--- src/rtl/scl_pkg.sv ---
package scl_pkg;
  localparam int unsigned BYTE_W = 8;

  typedef enum logic [3:0] {
    ST_IDLE,
    ST_PROG,
    ST_REL,
    ST_CLEAR,
    ST_NEXT,
    ST_LOW,
    ST_DATA,
    ST_HIGH,
    ST_TAIL
  } st_e;

  typedef enum logic [2:0] {
    RES_NONE       = 3'd0,
    RES_OK         = 3'd1,
    RES_INIT_START = 3'd2,
    RES_INIT_CLEAR = 3'd3,
    RES_CRC        = 3'd4,
    RES_DONE_TO    = 3'd5
  } res_e;
endpackage

--- src/rtl/scl_pacer.sv ---
module scl_pacer #(
  parameter int unsigned PACE_CYC = 4
) (
  input  logic clk_i,
  input  logic rst_ni,
  input  logic run_i,
  output logic step_o
);
  localparam int unsigned PW = (PACE_CYC > 1) ? $clog2(PACE_CYC) : 1;
  localparam logic [PW-1:0] LAST = PW'(PACE_CYC - 1);

  logic [PW-1:0] cnt_q;

  assign step_o = run_i && (cnt_q == LAST);

  always_ff @(posedge clk_i or negedge rst_ni) begin
    if (!rst_ni)                cnt_q <= '0;
    else if (!run_i || step_o)  cnt_q <= '0;
    else                        cnt_q <= cnt_q + 1'b1;
  end
endmodule

--- src/rtl/scl_timer.sv ---
module scl_timer #(
  parameter int unsigned LIMIT = 2000000
) (
  input  logic clk_i,
  input  logic rst_ni,
  input  logic en_i,
  output logic expired_o
);
  localparam int unsigned CW = $clog2(LIMIT + 1);
  localparam logic [CW-1:0] END_V = CW'(LIMIT);

  logic [CW-1:0] cnt_q;

  assign expired_o = en_i && (cnt_q == END_V);

  always_ff @(posedge clk_i or negedge rst_ni) begin
    if (!rst_ni)              cnt_q <= '0;
    else if (!en_i)           cnt_q <= '0;
    else if (cnt_q != END_V)  cnt_q <= cnt_q + 1'b1;
  end
endmodule

--- src/rtl/scl_shifter.sv ---
module scl_shifter
  import scl_pkg::*;
(
  input  logic              clk_i,
  input  logic              rst_ni,
  input  logic              load_i,
  input  logic [BYTE_W-1:0] byte_i,
  input  logic              adv_i,
  output logic              bit_o,
  output logic              last_o
);
  localparam int unsigned BW = $clog2(BYTE_W);
  localparam logic [BW-1:0] TOP = BW'(BYTE_W - 1);

  logic [BYTE_W-1:0] sh_q;
  logic [BW-1:0]     cnt_q;

  assign bit_o  = sh_q[BYTE_W-1];
  assign last_o = (cnt_q == TOP);

  always_ff @(posedge clk_i or negedge rst_ni) begin
    if (!rst_ni) begin
      sh_q  <= '0;
      cnt_q <= '0;
    end else if (load_i) begin
      sh_q  <= byte_i;
      cnt_q <= '0;
    end else if (adv_i) begin
      sh_q  <= {sh_q[BYTE_W-2:0], 1'b0};
      cnt_q <= cnt_q + 1'b1;
    end
  end

  // a new byte only enters after the bit counter has wrapped
  assert_load_on_wrap_R6: assert property (@(posedge clk_i) disable iff (!rst_ni)
    load_i |-> (cnt_q == '0));
  assert_no_load_mid_bit_R6: assert property (@(posedge clk_i) disable iff (!rst_ni)
    !(load_i && adv_i));
  assert_wrap_after_last_R4: assert property (@(posedge clk_i) disable iff (!rst_ni)
    (adv_i && last_o) |=> (cnt_q == '0));
endmodule

--- src/rtl/serial_cfg_loader.sv ---
module serial_cfg_loader
  import scl_pkg::*;
#(
  parameter int unsigned CNT_W       = 16,
  parameter int unsigned PACE_CYC    = 4,
  parameter int unsigned TIMEOUT_CYC = 2000000
) (
  input  logic                  clk_i,
  input  logic                  rst_ni,
  input  logic                  start_i,
  input  logic [CNT_W-1:0]      byte_count_i,
  input  logic [BYTE_W-1:0]     byte_i,
  input  logic                  valid_i,
  output logic                  ready_o,
  output logic                  prog_no,
  output logic                  cclk_o,
  output logic                  din_o,
  input  logic                  init_ni,
  input  logic                  done_i,
  output logic                  busy_o,
  output logic [2:0]            status_o
);
  st_e              st_q;
  res_e             res_q;
  logic [CNT_W-1:0] rem_q;
  logic             prog_n_q, cclk_q, din_q;

  logic step, tmo, sh_bit, sh_last, load, adv, crc_hit, run, tmr_en;

  assign run     = st_q inside {ST_REL, ST_LOW, ST_DATA, ST_HIGH, ST_TAIL};
  assign tmr_en  = st_q inside {ST_PROG, ST_CLEAR, ST_TAIL};
  assign crc_hit = !init_ni && !done_i;
  assign ready_o = (st_q == ST_NEXT) && (rem_q != '0) && !crc_hit;
  assign load    = ready_o && valid_i;
  assign adv     = (st_q == ST_HIGH) && step;

  assign prog_no  = prog_n_q;
  assign cclk_o   = cclk_q;
  assign din_o    = din_q;
  assign busy_o   = (st_q != ST_IDLE);
  assign status_o = res_q;

  scl_pacer #(.PACE_CYC(PACE_CYC)) u_pacer (
    .clk_i (clk_i), .rst_ni(rst_ni), .run_i(run), .step_o(step)
  );

  scl_timer #(.LIMIT(TIMEOUT_CYC)) u_timer (
    .clk_i (clk_i), .rst_ni(rst_ni), .en_i(tmr_en), .expired_o(tmo)
  );

  scl_shifter u_shift (
    .clk_i (clk_i), .rst_ni(rst_ni), .load_i(load), .byte_i(byte_i),
    .adv_i (adv), .bit_o(sh_bit), .last_o(sh_last)
  );

  always_ff @(posedge clk_i or negedge rst_ni) begin
    if (!rst_ni) begin
      st_q     <= ST_IDLE;
      res_q    <= RES_NONE;
      rem_q    <= '0;
      prog_n_q <= 1'b1;
      cclk_q   <= 1'b0;
      din_q    <= 1'b0;
    end else begin
      unique case (st_q)
        ST_IDLE: if (start_i) begin
          prog_n_q <= 1'b0;
          cclk_q   <= 1'b0;
          din_q    <= 1'b0;
          res_q    <= RES_NONE;
          rem_q    <= byte_count_i;
          st_q     <= ST_PROG;
        end
        ST_PROG: begin
          if (!init_ni) st_q <= ST_REL;
          else if (tmo) begin
            st_q     <= ST_IDLE;
            prog_n_q <= 1'b1;
            res_q    <= RES_INIT_START;
          end
        end
        ST_REL: if (step) begin
          prog_n_q <= 1'b1;
          st_q     <= ST_CLEAR;
        end
        ST_CLEAR: begin
          if (init_ni) st_q <= ST_NEXT;
          else if (tmo) begin
            st_q  <= ST_IDLE;
            res_q <= RES_INIT_CLEAR;
          end
        end
        ST_NEXT: begin
          if (rem_q == '0) begin
            din_q <= 1'b1;
            st_q  <= ST_TAIL;
          end else if (crc_hit) begin
            st_q   <= ST_IDLE;
            cclk_q <= 1'b0;
            din_q  <= 1'b0;
            res_q  <= RES_CRC;
          end else if (valid_i) begin
            rem_q <= rem_q - 1'b1;
            st_q  <= ST_LOW;
          end
        end
        ST_LOW: if (step) begin
          cclk_q <= 1'b0;
          st_q   <= ST_DATA;
        end
        ST_DATA: if (step) begin
          din_q <= sh_bit;
          st_q  <= ST_HIGH;
        end
        ST_HIGH: if (step) begin
          cclk_q <= 1'b1;
          st_q   <= sh_last ? ST_NEXT : ST_LOW;
        end
        ST_TAIL: begin
          if (done_i || tmo) begin
            st_q   <= ST_IDLE;
            cclk_q <= 1'b0;
            din_q  <= 1'b0;
            res_q  <= done_i ? RES_OK : RES_DONE_TO;
          end else if (step) begin
            cclk_q <= ~cclk_q;
          end
        end
        default: st_q <= ST_IDLE;
      endcase
    end
  end

  // clock spacing monitor for R5
  localparam int unsigned GW = $clog2(PACE_CYC + 1);
  logic          cclk_prev_q;
  logic [GW-1:0] gap_q;

  always_ff @(posedge clk_i or negedge rst_ni) begin
    if (!rst_ni) begin
      cclk_prev_q <= 1'b0;
      gap_q       <= GW'(PACE_CYC);
    end else begin
      cclk_prev_q <= cclk_q;
      if (cclk_q != cclk_prev_q)     gap_q <= GW'(1);
      else if (gap_q != GW'(PACE_CYC)) gap_q <= gap_q + 1'b1;
    end
  end

  assert_start_prog_R1: assert property (@(posedge clk_i) disable iff (!rst_ni)
    (!busy_o && start_i) |=> (!prog_no && busy_o && status_o == RES_NONE));
  assert_init_start_to_R2: assert property (@(posedge clk_i) disable iff (!rst_ni)
    (st_q == ST_PROG && init_ni && tmo) |=> (status_o == RES_INIT_START && !busy_o));
  assert_init_clear_to_R3: assert property (@(posedge clk_i) disable iff (!rst_ni)
    (st_q == ST_CLEAR && !init_ni && tmo) |=> (status_o == RES_INIT_CLEAR));
  assert_prog_held_R3: assert property (@(posedge clk_i) disable iff (!rst_ni)
    (st_q == ST_CLEAR) |-> prog_no);
  assert_din_stable_R4: assert property (@(posedge clk_i) disable iff (!rst_ni)
    $rose(cclk_o) |-> $stable(din_o));
  assert_cclk_gap_R5: assert property (@(posedge clk_i) disable iff (!rst_ni)
    (busy_o && cclk_q != cclk_prev_q) |-> (gap_q >= GW'(PACE_CYC)));
  assert_crc_stop_R7: assert property (@(posedge clk_i) disable iff (!rst_ni)
    (st_q == ST_NEXT && rem_q != '0 && crc_hit) |=> (status_o == RES_CRC && !busy_o));
  assert_tail_din_R8: assert property (@(posedge clk_i) disable iff (!rst_ni)
    (st_q == ST_TAIL) |-> din_o);
  assert_done_ok_R8: assert property (@(posedge clk_i) disable iff (!rst_ni)
    (st_q == ST_TAIL && done_i) |=> (status_o == RES_OK && !busy_o));
  assert_done_to_R9: assert property (@(posedge clk_i) disable iff (!rst_ni)
    (st_q == ST_TAIL && !done_i && tmo) |=> (status_o == RES_DONE_TO));
  assert_idle_pins_R10: assert property (@(posedge clk_i) disable iff (!rst_ni)
    !busy_o |-> (prog_no && !cclk_o && !ready_o));
  assert_status_hold_R10: assert property (@(posedge clk_i) disable iff (!rst_ni)
    (!busy_o && !start_i) |=> $stable(status_o));
endmodule

--- config.mk ---
export PLATFORM = sky130hd
export DESIGN_NAME = serial_cfg_loader
export DESIGN_NICKNAME = d
export VERILOG_FILES = /design/src/rtl/scl_pkg.sv /design/src/rtl/scl_pacer.sv /design/src/rtl/scl_timer.sv /design/src/rtl/scl_shifter.sv /design/src/rtl/serial_cfg_loader.sv
export SDC_FILE = /design/constraint.sdc
export NUM_CORES = 1
export LEC_CHECK = 0
export ABC_AREA = 1
export CAP_MARGIN = 20
export CORE_UTILIZATION = 40
export CTS_CLUSTER_DIAMETER = 30
export CTS_CLUSTER_SIZE = 40
export DETAILED_ROUTE_END_ITERATION = 8
export DONT_BUFFER_PORTS = 1
export PLACE_DENSITY = 0.52
export SYNTH_ARGS = -nofsm -noshare
export SYNTH_HDL_FRONTEND = slang
export SYNTH_SLANG_ARGS = --single-unit
--- constraint.sdc ---
create_clock -name clk_i -period 5.3 [get_ports clk_i]
set_clock_uncertainty 0.1 [all_clocks]
set_input_delay 1.06 -clock clk_i [delete_from_list [all_inputs] [get_ports clk_i]]
set_output_delay 1.06 -clock clk_i [all_outputs]
set_load 0.005 [all_outputs]
* Word level (Yosys, flattened, before mapping)
Cells that the tools add are included.
Storage, ports and cells: bits in registers 60, latch bits 0, memory bits (writable) 0, memory bits (read-only) 0, input port bits 30, logic and storage cells 127, memories 0
Cells by class: add/subtract/negate cells 4, multipliers 0, divide/modulo/power cells 0, $lt $le $gt $ge 0, eq/ne operators 30, shift-type cells 0, mux-type cells 51, bitwise logic cells 1, reductions and logical operators 31
Operators with widths (count):
- 16-bit 2-to-1 mux | 4
- 4-bit 2-to-1 mux | 12
- 21-bit 2-to-1 mux | 2
- 4-bit case mux with 9 select lines | 1
- 3-bit 2-to-1 mux | 11
- 16-bit case mux with 2 select lines | 1
- 2-bit inequality test, second input constant | 14
- 21-bit by 1-bit adder with 21-bit output, second input constant | 1
- 21-bit == test, second input constant | 1
- 21-bit inequality test, second input constant | 1
- 4-bit by 3-bit == test with 1-bit output, second input constant | 4
- 16-bit zero test | 1
- 8-bit 2-to-1 mux | 2
- 16-bit nonzero test | 1
- 16-bit by 1-bit subtractor with 16-bit output, second input constant | 1
- 3-bit case mux with 5 select lines | 1
- 5-bit AND reduction | 3
- 5-bit nonzero test | 3
- 7-bit AND reduction | 2
- 1-bit 2-to-1 mux | 13
- 9-bit AND reduction | 1
- 4-bit by 2-bit == test with 1-bit output, second input constant | 2
- 4-bit nonzero test | 2
- 1-bit logical AND | 7
- other kinds (19) | 26

* Depth between registers and ports, before layout
depth in word-level cells 6, gate-level depth with buffers 13, gate-level depth less buffers 12

* Cells and area by module
From an unflattened synthesis, not the netlist that was laid out.
Unflattened totals: cells, all modules 594, area total of the unflattened synthesis 4011.3 um2
By module, submodules not included:
- serial_cfg_loader | instances 1, cells each 330, area an instance 2077.0 um2, sequential area each 651.9 um2
- scl_timer | instances 1, cells each 196, area an instance 1328.8 um2, sequential area each 525.5 um2
- scl_shifter | instances 1, cells each 58, area an instance 516.7 um2, sequential area each 275.3 um2
- scl_pacer | instances 1, cells each 10, area an instance 88.8 um2, sequential area each 50.0 um2

* Worst setup path after synthesis
OpenSTA, ideal clock, no wires.
path kind input port to output port, start point input init_ni, end point output ready_o, data arrival time 1.506 ns, data required time 4.140 ns, setup slack 2.634 ns, stages on the path 4, path buffers 0, cell sequence nor2_1 nor2_4 nand2_4 inv_1
On the way: word-level cells in the longest chain between the ends 4
RTL lines:
- start, declared | RTL line serial_cfg_loader.sv:18 | input logic init_ni,
- 1-bit zero test
- 1-bit logical AND | RTL line serial_cfg_loader.sv:32 | assign crc_hit = !init_ni && !done_i;
- 1-bit zero test | RTL line serial_cfg_loader.sv:33 | assign ready_o = (st_q == ST_NEXT) && (rem_q != '0) && !crc_hit;
- 1-bit logical AND | RTL line serial_cfg_loader.sv:33
- end, declared | RTL line serial_cfg_loader.sv:14 | output logic ready_o,
No other way between the ends.

* Final worst setup path
start point register rem_q[0], end point output ready_o
On the way: word-level cells in the longest chain between the ends 3
RTL lines:
- start, declared | RTL line serial_cfg_loader.sv:25 | logic [CNT_W-1:0] rem_q;
- start signal, assigned | RTL line serial_cfg_loader.sv:71 | rem_q <= byte_count_i;
- start signal, assigned | RTL line serial_cfg_loader.sv:103 | rem_q <= rem_q - 1'b1;
- 16-bit nonzero test | RTL line serial_cfg_loader.sv:33
- 1-bit logical AND (2 in series) | RTL line serial_cfg_loader.sv:33
No other way between the ends.

==> flow_summary.yaml <==
power_and_ir_drop:
  leakage_nw: 2.02
  finalPower_mw: 2.07
  vdd_drop_max_uv: 267
  powerDensity_mw_per_mm2: 496
sta:
  hold_viol: 0
  fin_tns_setup_ns: 0
  holdWs_ns: 0.294
  finalMaxSlewViolations: 0
  rsz0062_at_grt: "false"
  finalSetupViolCount: 0
  finalCriticalPeriod_ns: 2.93
  slew_headroom: 0.598
  layout_setup_ws_ns: 2.37
  max_freq_mhz: 342
  min_period_over_period: 0.552
  worstMarginPinSlew_ns: 0.598
global_routing:
  antenna_found_initial: 0
  grt_pass1_vias: 3193
  busiest_layer: "met2"
  grt_pass1_wl_um: 15200
  grt_max_degree: 61
  grtUsageMet2: 0.292
  grt_use_met3: 0.0411
  grt_usage: 0.193
  overflow: 0
  use_met1: 0.273
cells_and_area:
  design_area_mm2: 0.00417
  syn_to_final_growth_pct: 7.76
  final_util: 0.447
  nets: 575
  final_cells: 673
  drive_above_1_share: 0.123
  diodes: 0
clock_network:
  cts_htree_levels: 3
  cts_buffer_depth: 2
  cts-resized-gates: 0
  cts.sinks: 60
  cts_buffers: 9
  ctsRootBufferMaster: "clkbuf_8"
  cts_tree: "built"
  path_clk_slew_ns: 0.08
  postCtsSetupRepairBufs: 0
  ctsHoldBuffers: 0
  clk-insertion-delay-late_ns: 0.35
drt:
  drt_pass1_iterations: 4
  wire_per_inst_um: 13.3
  drc: 0
  routed-via-count: 3329
  viasPerCell: 4.95
  drt-total-wl_um: 8930
  drt-initial-drc-count: 87
  ant_nets: 0
setup_path:
  max_stage_delay_ns: 0.37
  cp_max_fo: 5
  required_ns: 4.14
  critPathKind: "register to output pin"
  critical-path-slowest-cell: "dfrtp_1"
  start_kind: "register"
  crit_chain: "inv_1 -> ha_1 -> nand3_1 -> nor2_1 -> nand2_1 -> nand2_4 -> inv_1"
  crit_top_cell: "inv_1"
  cp_data_arrival_time_ns: 1.77
  endpoint_kind: "output pin"
status:
  outcome: "complete, no violations"
logic_synthesis:
  yosysWarnings: 0
  ys.flop_type: "dfrtp_1"
  ys_ff_latch: 60
  syn_avg_cell_area_um2: 7.21
  synth.distinct_cells: 42
  yosysSeqAreaShare: 0.388
  synth_edf_count: 0
  synthArstFlopShare: 1.00
  synthCells: 537
  synth_fp_nets: 573
  netlist_area_mm2: 0.00387
placement:
  place_area_mm2: 0.00396
  gp_congestion: 0.887
  dp_hpwl_um: 6510
  io_buffers: 0
  pre_cts_ws_ns: 2.54
  place_inst: 657
run:
  drv_cap: 0
floorplanning:
  die-area_mm2: 0.0101
  rows: 35
  start_util: 0.415
  core_mm2: 0.00933
  boundaryPins: 38
  die_w_um: 100
  die_y_um: 100
hold_path:
  min-delay-path-class: "primary input to async pin"
## power by group
part / internal [mW] / switching (mW)
combinational: 0.296 / 0.601
sequential: 0.589 / 0.113
clock: 0.265 / 0.203
total: 1.15 / 0.918
## metal layers
layer  share of wire  routed length, um
met1            0.50               4500
met2            0.44               3900
met3           0.040                360
met4           0.019                171
met5               0                  0
## worst max-delay path: cells and delay by family (launching register included)
family | cells | cell delay (ns)
flip-flops | 1 | 0.37
buffers and inverters | 2 | 0.19
adder cells (fa/ha/maj) | 1 | 0.20
AND/OR/NAND/NOR | 4 | 0.65
## path summary, 6_finish.rpt
kind / from / endpoint / slack [ns] / cells after the start
setup / recovery: rem_q[0] / ready_o / 2.37 / 7
min in group clk_i: u_pacer.cnt_q[0] / u_pacer.cnt_q[0] / 0.34 / 1
max in group asynchronous: rst_ni / prog_no / 4.63 / 0
setup reg to reg: st_q[1] / st_q[1] / 3.04 / 8
hold / removal: rst_ni / st_q[2] / 0.29 / 0
hold reg to reg: u_pacer.cnt_q[0] / u_pacer.cnt_q[0] / 0.34 / 1
## cells in the final DEF, fill, tap and decap left out, types with 6 or more instances in the layout
master and instances:
nand2_1 149, nor2_1 70, dfrtp_1 59, inv_1 57
nand3_1 36, o21ai_0 32, a21oi_1 20, nor3_1 13
o21ai_2 10, clkbuf_8 9, inv_2 8, nor2_2 8
nand4_1 7, ha_1 6
## layout make-up
class,instances,area (um2)
Clock buffer,10,128
Clock inverter,6,88.8
Fill cell,986,5160
Inverter,67,259
Multi-Input combinational cell,401,2030
Sequential cell,60,1500
Tap cell,129,161
## synthesized netlist by cell type, types with 2 or more instances
library cell | n | area, um2
a21oi_1 | 20 | 100
a31oi_1 | 5 | 31.3
buf_2 | 3 | 15.0
buf_6 | 3 | 33.8
dfrtp_1 | 59 | 1480
ha_1 | 6 | 75.1
inv_1 | 57 | 214
inv_2 | 8 | 30.0
nand2_1 | 149 | 559
nand2_2 | 5 | 31.3
nand2_4 | 5 | 56.3
nand3_1 | 36 | 180
nand3_2 | 3 | 30.0
nand3b_1 | 2 | 15.0
nand4_1 | 7 | 43.8
nor2_1 | 70 | 263
nor2_2 | 8 | 50.1
nor2_4 | 5 | 56.3
nor2_8 | 2 | 40.0
nor3_1 | 13 | 65.1
nor4_1 | 2 | 12.5
o211ai_1 | 2 | 15.0
o21a_1 | 3 | 22.5
o21ai_0 | 32 | 160
o21ai_2 | 10 | 87.6
o31ai_1 | 2 | 15.0
xor2_1 | 5 | 43.8
## state kept, by name, summed over array words and instances (netlist names)
name,count
u_timer.cnt_q,21
rem_q,16
u_shift.sh_q,8
st_q,4
status_o,3
u_shift.cnt_q,3
u_pacer.cnt_q,2
cclk_o,1
din_o,1
prog_no,1
## logic make-up after synthesis
| kind of cell | share of synthesized area |
|---|---|
| compound gates | 0.120 |
| buf+inv | 0.0869 |
| mux | 0.00259 |
| xor+xnor | 0.0136 |
| flops | 0.388 |
| simple gates | 0.369 |
| fa+ha+maj | 0.0194 |
Note: power is estimated with default switching activity, not from simulation.
